--- config.mk ---
export PLATFORM = sky130hd
export DESIGN_NAME = baud_timer
export DESIGN_NICKNAME = d
export VERILOG_FILES = /design/src/rtl/baud_timer_pkg.sv /design/src/rtl/bt_prescaler.sv /design/src/rtl/bt_counter.sv /design/src/rtl/bt_edge.sv /design/src/rtl/bt_baud_div.sv /design/src/rtl/baud_timer.sv
export SDC_FILE = /design/constraint.sdc
export NUM_CORES = 1
export LEC_CHECK = 0
export ABC_AREA = 1
export BUFFER_PORTS_ARGS = -buffer_cell sky130_fd_sc_hd__buf_2
export CAP_MARGIN = 10
export CORE_ASPECT_RATIO = 2
export CORE_MARGIN = 2
export CORE_UTILIZATION = 56
export DETAILED_ROUTE_END_ITERATION = 6
export PLACE_DENSITY = 0.82
export SLEW_MARGIN = 20
export SYNTH_ARGS = -nofsm -noshare
export SYNTH_HDL_FRONTEND = slang
export SYNTH_SLANG_ARGS = --single-unit
--- constraint.sdc ---
create_clock -name clk -period 5.3 [get_ports clk]
set_input_delay 0.795 -clock clk [delete_from_list [all_inputs] [get_ports clk]]
set_output_delay 0.795 -clock clk [all_outputs]
set_load 0.005 [all_outputs]
--- src/rtl/baud_timer_pkg.sv ---
package baud_timer_pkg;
  // control byte field positions
  localparam int CB_RUN  = 0;
  localparam int CB_TXS  = 1;
  localparam int CB_RXS  = 2;
  localparam int CB_EXEN = 3;
  localparam int CB_OVF  = 6;
  localparam int CB_EXF  = 7;

  typedef struct packed {
    logic run;
    logic tx_sel;
    logic rx_sel;
    logic ext_en;
    logic ovf_flag;
    logic ext_flag;
  } bt_ctrl_t;
endpackage

--- src/rtl/bt_prescaler.sv ---
module bt_prescaler #(
  parameter int TIMER_DIV = 12,
  parameter int BAUD_DIV  = 2
) (
  input  logic clk,
  input  logic rst,
  input  logic run,
  input  logic baud_mode,
  output logic ce
);
  localparam int PW = $clog2(TIMER_DIV);
  localparam logic [PW-1:0] LIM_T = PW'(TIMER_DIV - 1);
  localparam logic [PW-1:0] LIM_B = PW'(BAUD_DIV - 1);

  logic [PW-1:0] pre_q;
  logic [PW-1:0] lim;

  assign lim = baud_mode ? LIM_B : LIM_T;
  assign ce  = run && (pre_q >= lim);

  always_ff @(posedge clk) begin
    if (rst || !run) pre_q <= '0;
    else if (ce)     pre_q <= '0;
    else             pre_q <= pre_q + PW'(1);
  end
endmodule

--- src/rtl/bt_counter.sv ---
module bt_counter #(
  parameter int CNT_W  = 16,
  parameter int DATA_W = 8
) (
  input  logic                 clk,
  input  logic                 rst,
  input  logic                 ce,
  input  logic                 baud_mode,
  input  logic [CNT_W/DATA_W-1:0] cnt_we,
  input  logic [CNT_W/DATA_W-1:0] rld_we,
  input  logic [DATA_W-1:0]    wdata,
  output logic [CNT_W-1:0]     cnt,
  output logic [CNT_W-1:0]     reload,
  output logic                 ovf
);
  localparam int NB = CNT_W / DATA_W;

  logic [CNT_W-1:0] cnt_q, cnt_n, rld_q, rld_n;

  assign ovf    = ce && (cnt_q == '1);
  assign cnt    = cnt_q;
  assign reload = rld_q;

  always_comb begin
    cnt_n = cnt_q;
    if (ce) cnt_n = ovf ? (baud_mode ? rld_q : '0) : cnt_q + CNT_W'(1);
    rld_n = rld_q;
    for (int i = 0; i < NB; i++) begin
      if (cnt_we[i]) cnt_n[i*DATA_W +: DATA_W] = wdata;
      if (rld_we[i]) rld_n[i*DATA_W +: DATA_W] = wdata;
    end
  end

  always_ff @(posedge clk) begin
    if (rst) begin
      cnt_q <= '0;
      rld_q <= '0;
    end else begin
      cnt_q <= cnt_n;
      rld_q <= rld_n;
    end
  end
endmodule

--- src/rtl/bt_edge.sv ---
module bt_edge #(
  parameter int SYNC = 2
) (
  input  logic clk,
  input  logic rst,
  input  logic sample_en,
  input  logic pin,
  output logic fall
);
  logic [SYNC-1:0] sync_q;
  logic            prev_q;

  assign fall = sample_en && prev_q && !sync_q[SYNC-1];

  always_ff @(posedge clk) begin
    if (rst) begin
      sync_q <= '0;
      prev_q <= 1'b0;
    end else begin
      sync_q <= {sync_q[SYNC-2:0], pin};
      if (sample_en) prev_q <= sync_q[SYNC-1];
    end
  end
endmodule

--- src/rtl/bt_baud_div.sv ---
module bt_baud_div #(
  parameter int DIV_W = 4
) (
  input  logic clk,
  input  logic rst,
  input  logic enable,
  input  logic ovf,
  output logic tick
);
  logic [DIV_W-1:0] div_q;

  assign tick = enable && ovf && (div_q == '1);

  always_ff @(posedge clk) begin
    if (rst)                div_q <= '0;
    else if (enable && ovf) div_q <= div_q + DIV_W'(1);
  end
endmodule

--- src/rtl/baud_timer.sv ---
module baud_timer
  import baud_timer_pkg::*;
#(
  parameter int CNT_W     = 16,
  parameter int DATA_W    = 8,
  parameter int ADDR_W    = 3,
  parameter int TIMER_DIV = 12,
  parameter int BAUD_DIV  = 2,
  parameter int DIV_W     = 4,
  parameter int SYNC      = 2
) (
  input  logic              clk,
  input  logic              rst,
  input  logic              reg_wr,
  input  logic [ADDR_W-1:0] reg_addr,
  input  logic [DATA_W-1:0] reg_wdata,
  output logic [DATA_W-1:0] reg_rdata,
  input  logic              ext_pin,
  input  logic              alt_tx_tick,
  input  logic              alt_rx_tick,
  output logic              tx_tick,
  output logic              rx_tick,
  output logic              irq
);
  localparam int NB = CNT_W / DATA_W;

  bt_ctrl_t          ctl_q;
  logic              baud_mode, ce, ovf, fall, gen_tick;
  logic              ctrl_wr, ovf_set, ext_set;
  logic [NB-1:0]     cnt_we, rld_we;
  logic [CNT_W-1:0]  cnt, reload;
  logic [DATA_W-1:0] ctrl_byte, rd_next, rd_q;
  logic              tx_q, rx_q;

  assign baud_mode = ctl_q.tx_sel || ctl_q.rx_sel;
  assign ctrl_wr   = reg_wr && (reg_addr == '0);
  assign ovf_set   = ovf && !baud_mode;
  assign ext_set   = fall && ctl_q.ext_en;

  always_comb begin
    for (int i = 0; i < NB; i++) begin
      cnt_we[i] = reg_wr && (reg_addr == ADDR_W'(1 + i));
      rld_we[i] = reg_wr && (reg_addr == ADDR_W'(1 + NB + i));
    end
  end

  bt_prescaler #(.TIMER_DIV(TIMER_DIV), .BAUD_DIV(BAUD_DIV)) u_pre (
    .clk(clk), .rst(rst), .run(ctl_q.run), .baud_mode(baud_mode), .ce(ce)
  );

  bt_counter #(.CNT_W(CNT_W), .DATA_W(DATA_W)) u_cnt (
    .clk(clk), .rst(rst), .ce(ce), .baud_mode(baud_mode),
    .cnt_we(cnt_we), .rld_we(rld_we), .wdata(reg_wdata),
    .cnt(cnt), .reload(reload), .ovf(ovf)
  );

  bt_edge #(.SYNC(SYNC)) u_edge (
    .clk(clk), .rst(rst), .sample_en(ce), .pin(ext_pin), .fall(fall)
  );

  bt_baud_div #(.DIV_W(DIV_W)) u_div (
    .clk(clk), .rst(rst), .enable(baud_mode), .ovf(ovf), .tick(gen_tick)
  );

  // control register: hardware set wins over software clear
  always_ff @(posedge clk) begin
    if (rst) begin
      ctl_q <= '0;
    end else begin
      if (ctrl_wr) begin
        ctl_q.run    <= reg_wdata[CB_RUN];
        ctl_q.tx_sel <= reg_wdata[CB_TXS];
        ctl_q.rx_sel <= reg_wdata[CB_RXS];
        ctl_q.ext_en <= reg_wdata[CB_EXEN];
      end
      ctl_q.ovf_flag <= (ctrl_wr ? reg_wdata[CB_OVF] : ctl_q.ovf_flag) | ovf_set;
      ctl_q.ext_flag <= (ctrl_wr ? reg_wdata[CB_EXF] : ctl_q.ext_flag) | ext_set;
    end
  end

  always_comb begin
    ctrl_byte          = '0;
    ctrl_byte[CB_RUN]  = ctl_q.run;
    ctrl_byte[CB_TXS]  = ctl_q.tx_sel;
    ctrl_byte[CB_RXS]  = ctl_q.rx_sel;
    ctrl_byte[CB_EXEN] = ctl_q.ext_en;
    ctrl_byte[CB_OVF]  = ctl_q.ovf_flag;
    ctrl_byte[CB_EXF]  = ctl_q.ext_flag;
    rd_next = '0;
    if (reg_addr == '0) rd_next = ctrl_byte;
    for (int i = 0; i < NB; i++) begin
      if (reg_addr == ADDR_W'(1 + i))      rd_next = cnt[i*DATA_W +: DATA_W];
      if (reg_addr == ADDR_W'(1 + NB + i)) rd_next = reload[i*DATA_W +: DATA_W];
    end
  end

  always_ff @(posedge clk) begin
    if (rst) begin
      rd_q <= '0;
      tx_q <= 1'b0;
      rx_q <= 1'b0;
    end else begin
      rd_q <= rd_next;
      tx_q <= ctl_q.tx_sel ? gen_tick : alt_tx_tick;
      rx_q <= ctl_q.rx_sel ? gen_tick : alt_rx_tick;
    end
  end

  assign reg_rdata = rd_q;
  assign tx_tick   = tx_q;
  assign rx_tick   = rx_q;
  assign irq       = ctl_q.ovf_flag | ctl_q.ext_flag;
endmodule

# After elaboration in Yosys (flattened, before gate mapping)
# Cells that the tools add are included.
# word_totals
regBits,59
# op_classes
n_bitwise,3
n_lt_le_gt_ge,1
muxes,15
addsub,3
n_reduce_logical,22
n_eq_ne,6
# ops
op,count
8-bit two-way mux,7
16-bit two-way mux,3
"16-bit by 1-bit adder with 16-bit output, second input constant",1
"16-bit == test, second input constant",1
1-bit logical AND,13
"4-bit by 1-bit adder with 4-bit output, second input constant",2
"3-bit by 2-bit == test with 1-bit output, second input constant",2
"4-bit == test, second input constant",1
4-bit greater-or-equal comparator,1
1-bit two-way mux,4
4-bit two-way mux,1
2-bit nonzero test,2
"3-bit by 1-bit == test with 1-bit output, second input constant",1
"3-bit == test, second input constant",1
1-bit zero test,3
3-bit zero test,1
1-bit bitwise OR,3
1-bit logical OR,2
2-bit OR reduction,1

# Depth between registers and ports, before layout
# logic_depth
depth_word,8
depth_mapped,14

# Cells and area by module
# From an unflattened synthesis, not the netlist that was laid out.
# unflattened
hier_cells,483
hier_area_um2,3365.7
# modules_own_cells
module,area_each_um2,cells_each,seq_area_each_um2,instances
bt_counter,1891.8,272,640.6,1
baud_timer,948.4,138,320.3,1
bt_prescaler,221.5,29,80.1,1
bt_baud_div,196.4,29,80.1,1
bt_edge,107.6,15,60.1,1

# Least setup slack after synthesis
# OpenSTA, ideal clock, no wires.
# synth_timing
path_type,reg-to-reg
from,register ctl_q[3] in the netlist's numbering
to,"register u_cnt.cnt_q[13], in the netlist u_cnt.cnt[13]"
path_stages_with_launch,15
path_slack_ns,2.998
t_arrival_ns,2.174
path_cell_list,dfxtp_1 > nor2_1 > inv_1 > clkbuf_1 > ha_1 > inv_1 > nor2_1 > nand2_1 > a21oi_4 > nand2_4 > buf_6 > nand3_1 > nand2_1 > a21oi_1 > nor2_1
# synth_via
elab_chain_cells,8
elab_cells_between_ends,10
classes_between,order compare: 1; mux: 5; reduce/logical: 4
# synth_rtl
item,line,source
from (decl),baud_timer.sv:27,bt_ctrl_t ctl_q;
1-bit logical OR *,baud_timer.sv:35,assign baud_mode = ctl_q.tx_sel || ctl_q.rx_sel;
4-bit two-way mux,bt_prescaler.sv:18,assign lim = baud_mode ? LIM_B : LIM_T;
4-bit greater-or-equal comparator,bt_prescaler.sv:19,assign ce = run && (pre_q >= lim);
1-bit logical AND,bt_prescaler.sv:19,
1-bit logical AND,bt_counter.sv:20,assign ovf = ce && (cnt_q == '1);
16-bit two-way mux (2 in series),bt_counter.sv:26,if (ce) cnt_n = ovf ? (baud_mode ? rld_q : '0) : cnt_q + CNT_W'(1);
8-bit two-way mux,bt_counter.sv:29,if (cnt_we[i]) cnt_n[i*DATA_W +: DATA_W] = wdata;
to (signal assigned),bt_counter.sv:39,cnt_q <= cnt_n;
to (decl),bt_counter.sv:18,"logic [CNT_W-1:0] cnt_q, cnt_n, rld_q, rld_n;"
# Every way passes the cells marked *; elsewhere a longest branch is shown, timed or not. The select of a mux whose other input is x is not followed.
# A chain may end at the register's enable or synchronous reset.

# Final worst setup path
# Same ends and word-level chain as after synthesis.

==> impl_metrics.py <==
metrics = {
    "worst_hold_path": {
        "min_path_type": "flop to flop",
    },
    "synthesis": {
        "ys_ff_latch": 59,
        "postSynthAreaPerCell_sq_um": 7.065,
        "synth_seq_area_share_pct": 37.40,
        "synth.cell_area_sq_um": 3158,
        "synthDistinctLibCells": 41,
        "yosysWarnings": 0,
        "syn_nets": 469,
        "synthCells": 447,
    },
    "clock_tree": {
        "post_cts_resized": 0,
        "path_clk_slew_ns": 0.07,
        "cts-root-buf": "clkbuf_8",
        "cts_buffers": 9,
        "clkLatencyLatePin_ns": 0.35,
        "clock_sinks": 59,
        "clock_path_buffers": 2,
        "post_cts_buffers": 0,
        "htreeDepth": 3,
        "cts_hold_buf": 0,
        "cts_tree": "yes",
    },
    "route": {
        "drc": 0,
        "antenna_left": 0,
        "wire_per_inst_microns": 17.59,
        "routed_wl_microns": 9394,
        "drt_iter0_drc": 150,
        "vias_per_cell": 5.865,
        "firstDrtPassIters": 7,
        "dr_total_vias": 3132,
    },
    "timing": {
        "setup_viol": 0,
        "slew_viol_final": 0,
        "finalHoldViolations": 0,
        "period_needed_ns": 2.696,
        "maxSlewHeadroom_pct": 34.20,
        "fmax_mhz": 370.9,
        "worstMarginPinSlew_ns": 0.9816,
        "setup_tns_ns": 0,
        "rsz0062_at_grt": "false",
        "finalCritPeriodShare_pct": 50.87,
        "skew_ns": 0.007881,
    },
    "grt": {
        "grt_max_degree": 47,
        "grt_antenna_before_repair": 0,
        "track_usage_pct": 32.46,
        "grt_pass1_vias": 3110,
        "grt.overflow.total": 0,
        "grt_pass1_wl_microns": 15150,
    },
    "setup_path": {
        "critical_path.top_delay_family": "simple AND/OR/NAND/NOR gates",
        "cp.required_ns": 5.52,
        "path_buf_inv": 2,
        "slowest_delay_ns": 0.42,
        "cpMostUsedCell": "nor2_1",
        "critPathKind": "flop to flop",
        "startpoint_type": "flop",
        "cp_slowest_cell": "a21oi_4",
        "end_kind": "flop",
        "path_cells": "nor2_1 > inv_1 > ha_1 > inv_1 > nor2_1 > nand2_1 > a21oi_4 > nand2_4 > nand3_1 > nand2_1 > a21oi_1 > nor2_1",
        "cp_max_fo": 15,
        "arrival_ns": 2.92,
    },
    "place": {
        "placed_cells": 519,
        "port_buffers": 27,
        "dpl-instance-area_sq_um": 3298,
        "place.gp.congestion": 0.9762,
        "dp_hpwl_microns": 6944,
    },
    "floorplanning": {
        "dieHeight_microns": 110.2,
        "die_x_microns": 57.10,
        "start_util_pct": 58.26,
        "pin_count": 28,
        "dieArea_sq_um": 6292,
        "core_area_sq_um": 5420,
        "row_count": 38,
    },
    "outcome": {
        "status": "finished, final reports clean",
    },
    "flow_run": {
        "cap_violations": 0,
    },
    "power_and_ir_drop": {
        "p_leak_nw": 1.441,
        "peakVddDrop_uv": 293.7,
        "power_density_nw_per_um2": 270.4,
    },
    "layout": {
        "area_growth_syn_to_layout_pct": 10.82,
        "fin_area_sq_um": 3500,
        "diodes": 0,
        "layoutNonFillerInstCount": 534,
        "drive_gt1_share_pct": 14.98,
        "nets": 492,
    },
}
## layout by cell type, fill, tap and decap left out, types with 2 or more instances in the layout
master / synthesis / routed
a21oi_1: 54 / 54
a221oi_1: 3 / 3
a22oi_1: 2 / 2
a31oi_1: 10 / 10
buf_2: 2 / 27
clkbuf_8: 0 / 11
clkinvlp_4: 0 / 2
dfxtp_1: 59 / 59
ha_1: 5 / 5
inv_1: 45 / 45
inv_2: 2 / 2
nand2_1: 111 / 111
nand2_2: 4 / 4
nand2_4: 2 / 2
nand3_1: 33 / 33
nand3b_1: 2 / 2
nand4_1: 11 / 11
nor2_1: 28 / 28
nor2_2: 5 / 5
nor2_4: 5 / 5
nor3_1: 6 / 6
nor3_2: 3 / 3
o211ai_1: 2 / 2
o21ai_0: 11 / 11
o21ai_1: 2 / 2
o22ai_1: 3 / 3
xnor2_1: 2 / 2
xor2_1: 10 / 10
## per-layer routing
layer  vias to the layer above  track usage [%]  part of all wire, %
met5                         -                0                    0
met4                         0            23.09                  6.4
met3                        43            6.068                  5.2
met2                       120            59.61                   54
met1                      1440            31.60                   35
li1                       1529                -                    -
## worst register-to-register path, cell delays in order, from the launching register on
cell,delay [ns]
dfxtp_1,0.34
nor2_1,0.30
inv_1,0.30
ha_1,0.38
inv_1,0.04
nor2_1,0.07
nand2_1,0.10
a21oi_4,0.42
nand2_4,0.22
nand3_1,0.14
nand2_1,0.06
a21oi_1,0.13
nor2_1,0.05
## cell usage after synthesis
library cell,n,area [sq um]
nand4_1,11,68.82
nor3_2,3,30.03
ha_1,5,62.56
a21oi_1,54,270.3
a31oi_1,10,62.56
inv_2,2,7.510
nand3_2,1,10.01
nand3_1,33,165.2
nand2_2,4,25.02
a221oi_1,3,26.28
o21ai_0,11,55.05
nand2_4,2,22.52
nand2_1,111,416.7
buf_1,2,7.510
a21oi_2,1,8.760
xor2_1,10,87.58
nor2_4,5,56.30
dfxtp_1,59,1181
buf_4,2,15.01
o21ai_2,1,8.760
o21a_1,1,7.510
nand3b_1,2,15.01
nor2_8,1,20.02
o211ai_1,2,15.01
inv_1,45,168.9
nor2_1,28,105.1
buf_2,2,10.01
o21ai_1,2,10.01
clkbuf_1,9,33.78
a21oi_4,1,16.27
buf_6,1,11.26
o22ai_1,3,18.77
clkinv_4,1,8.760
clkinv_1,1,3.750
xnor2_1,2,17.52
or2_0,1,6.260
o221ai_1,1,8.760
nor3_1,6,30.03
a22oi_1,2,15.01
nor2_2,5,31.28
nand3_4,1,17.52
## worst paths after layout
kind	startpoint	end	slack [ns]	cells after the start
worst max-delay path	ctl_q[3]	u_cnt.cnt[13]	2.60	12
worst min-delay path	u_edge.sync_q[0]	u_edge.sync_q[1]	0.41	2
worst max register to register	ctl_q[3]	u_cnt.cnt[13]	2.60	12
worst min register to register	u_edge.sync_q[0]	u_edge.sync_q[1]	0.41	2
## metrics by stage
stage	utilization [%]	power, mW	hold slack, ns	worst slack, ns
finish	64.57	0.9463	0.4051	2.604
global route	64.57	0.9727	0.4481	2.335
CTS	64.57	0.9537	0.4107	2.605
detailed placement	60.85	0.5369	0.4008	2.632
global placement	60.85	0.5356	0.4023	2.751
floorplan	-	0.5100	0.3883	2.998
## flip-flops by register name, summed over array words and instances (netlist names)
name           count
u_cnt.cnt         16
u_cnt.reload      16
reg_rdata          8
ctl_q              6
u_div.div_q        4
u_pre.pre_q        4
u_edge.sync_q      2
rx_tick            1
tx_tick            1
u_edge.prev_q      1
## logic make-up (layout without fill, tap and decap cells)
family | count (synthesis) | count (layout) | synth area share (%)
xor gates and xnor gates | 12 | 12 | 3.328
and+or+nand+nor | 214 | 214 | 32.29
AOI/OAI and AO/OA | 92 | 92 | 16.56
buffers and inverters | 65 | 92 | 8.439
DFF | 59 | 59 | 37.40
adders and majority gates | 5 | 5 | 1.981
## power breakdown
part           internal [mW]  total, mW  switching [mW]
sequential             0.453      0.462         0.00948
combinational         0.0199     0.0668          0.0469
clock                  0.239      0.417           0.178
## layout make-up
class | count | area [sq um]
clock buffer | 11 | 151.4
clock inverter | 4 | 50.05
fill | 522 | 1921
inverter | 49 | 188.9
multi-input combinational | 323 | 1710
sequential | 59 | 1181
tap | 60 | 75.07
timing repair buffer | 28 | 142.6
(Power assumes the default switching activity.)
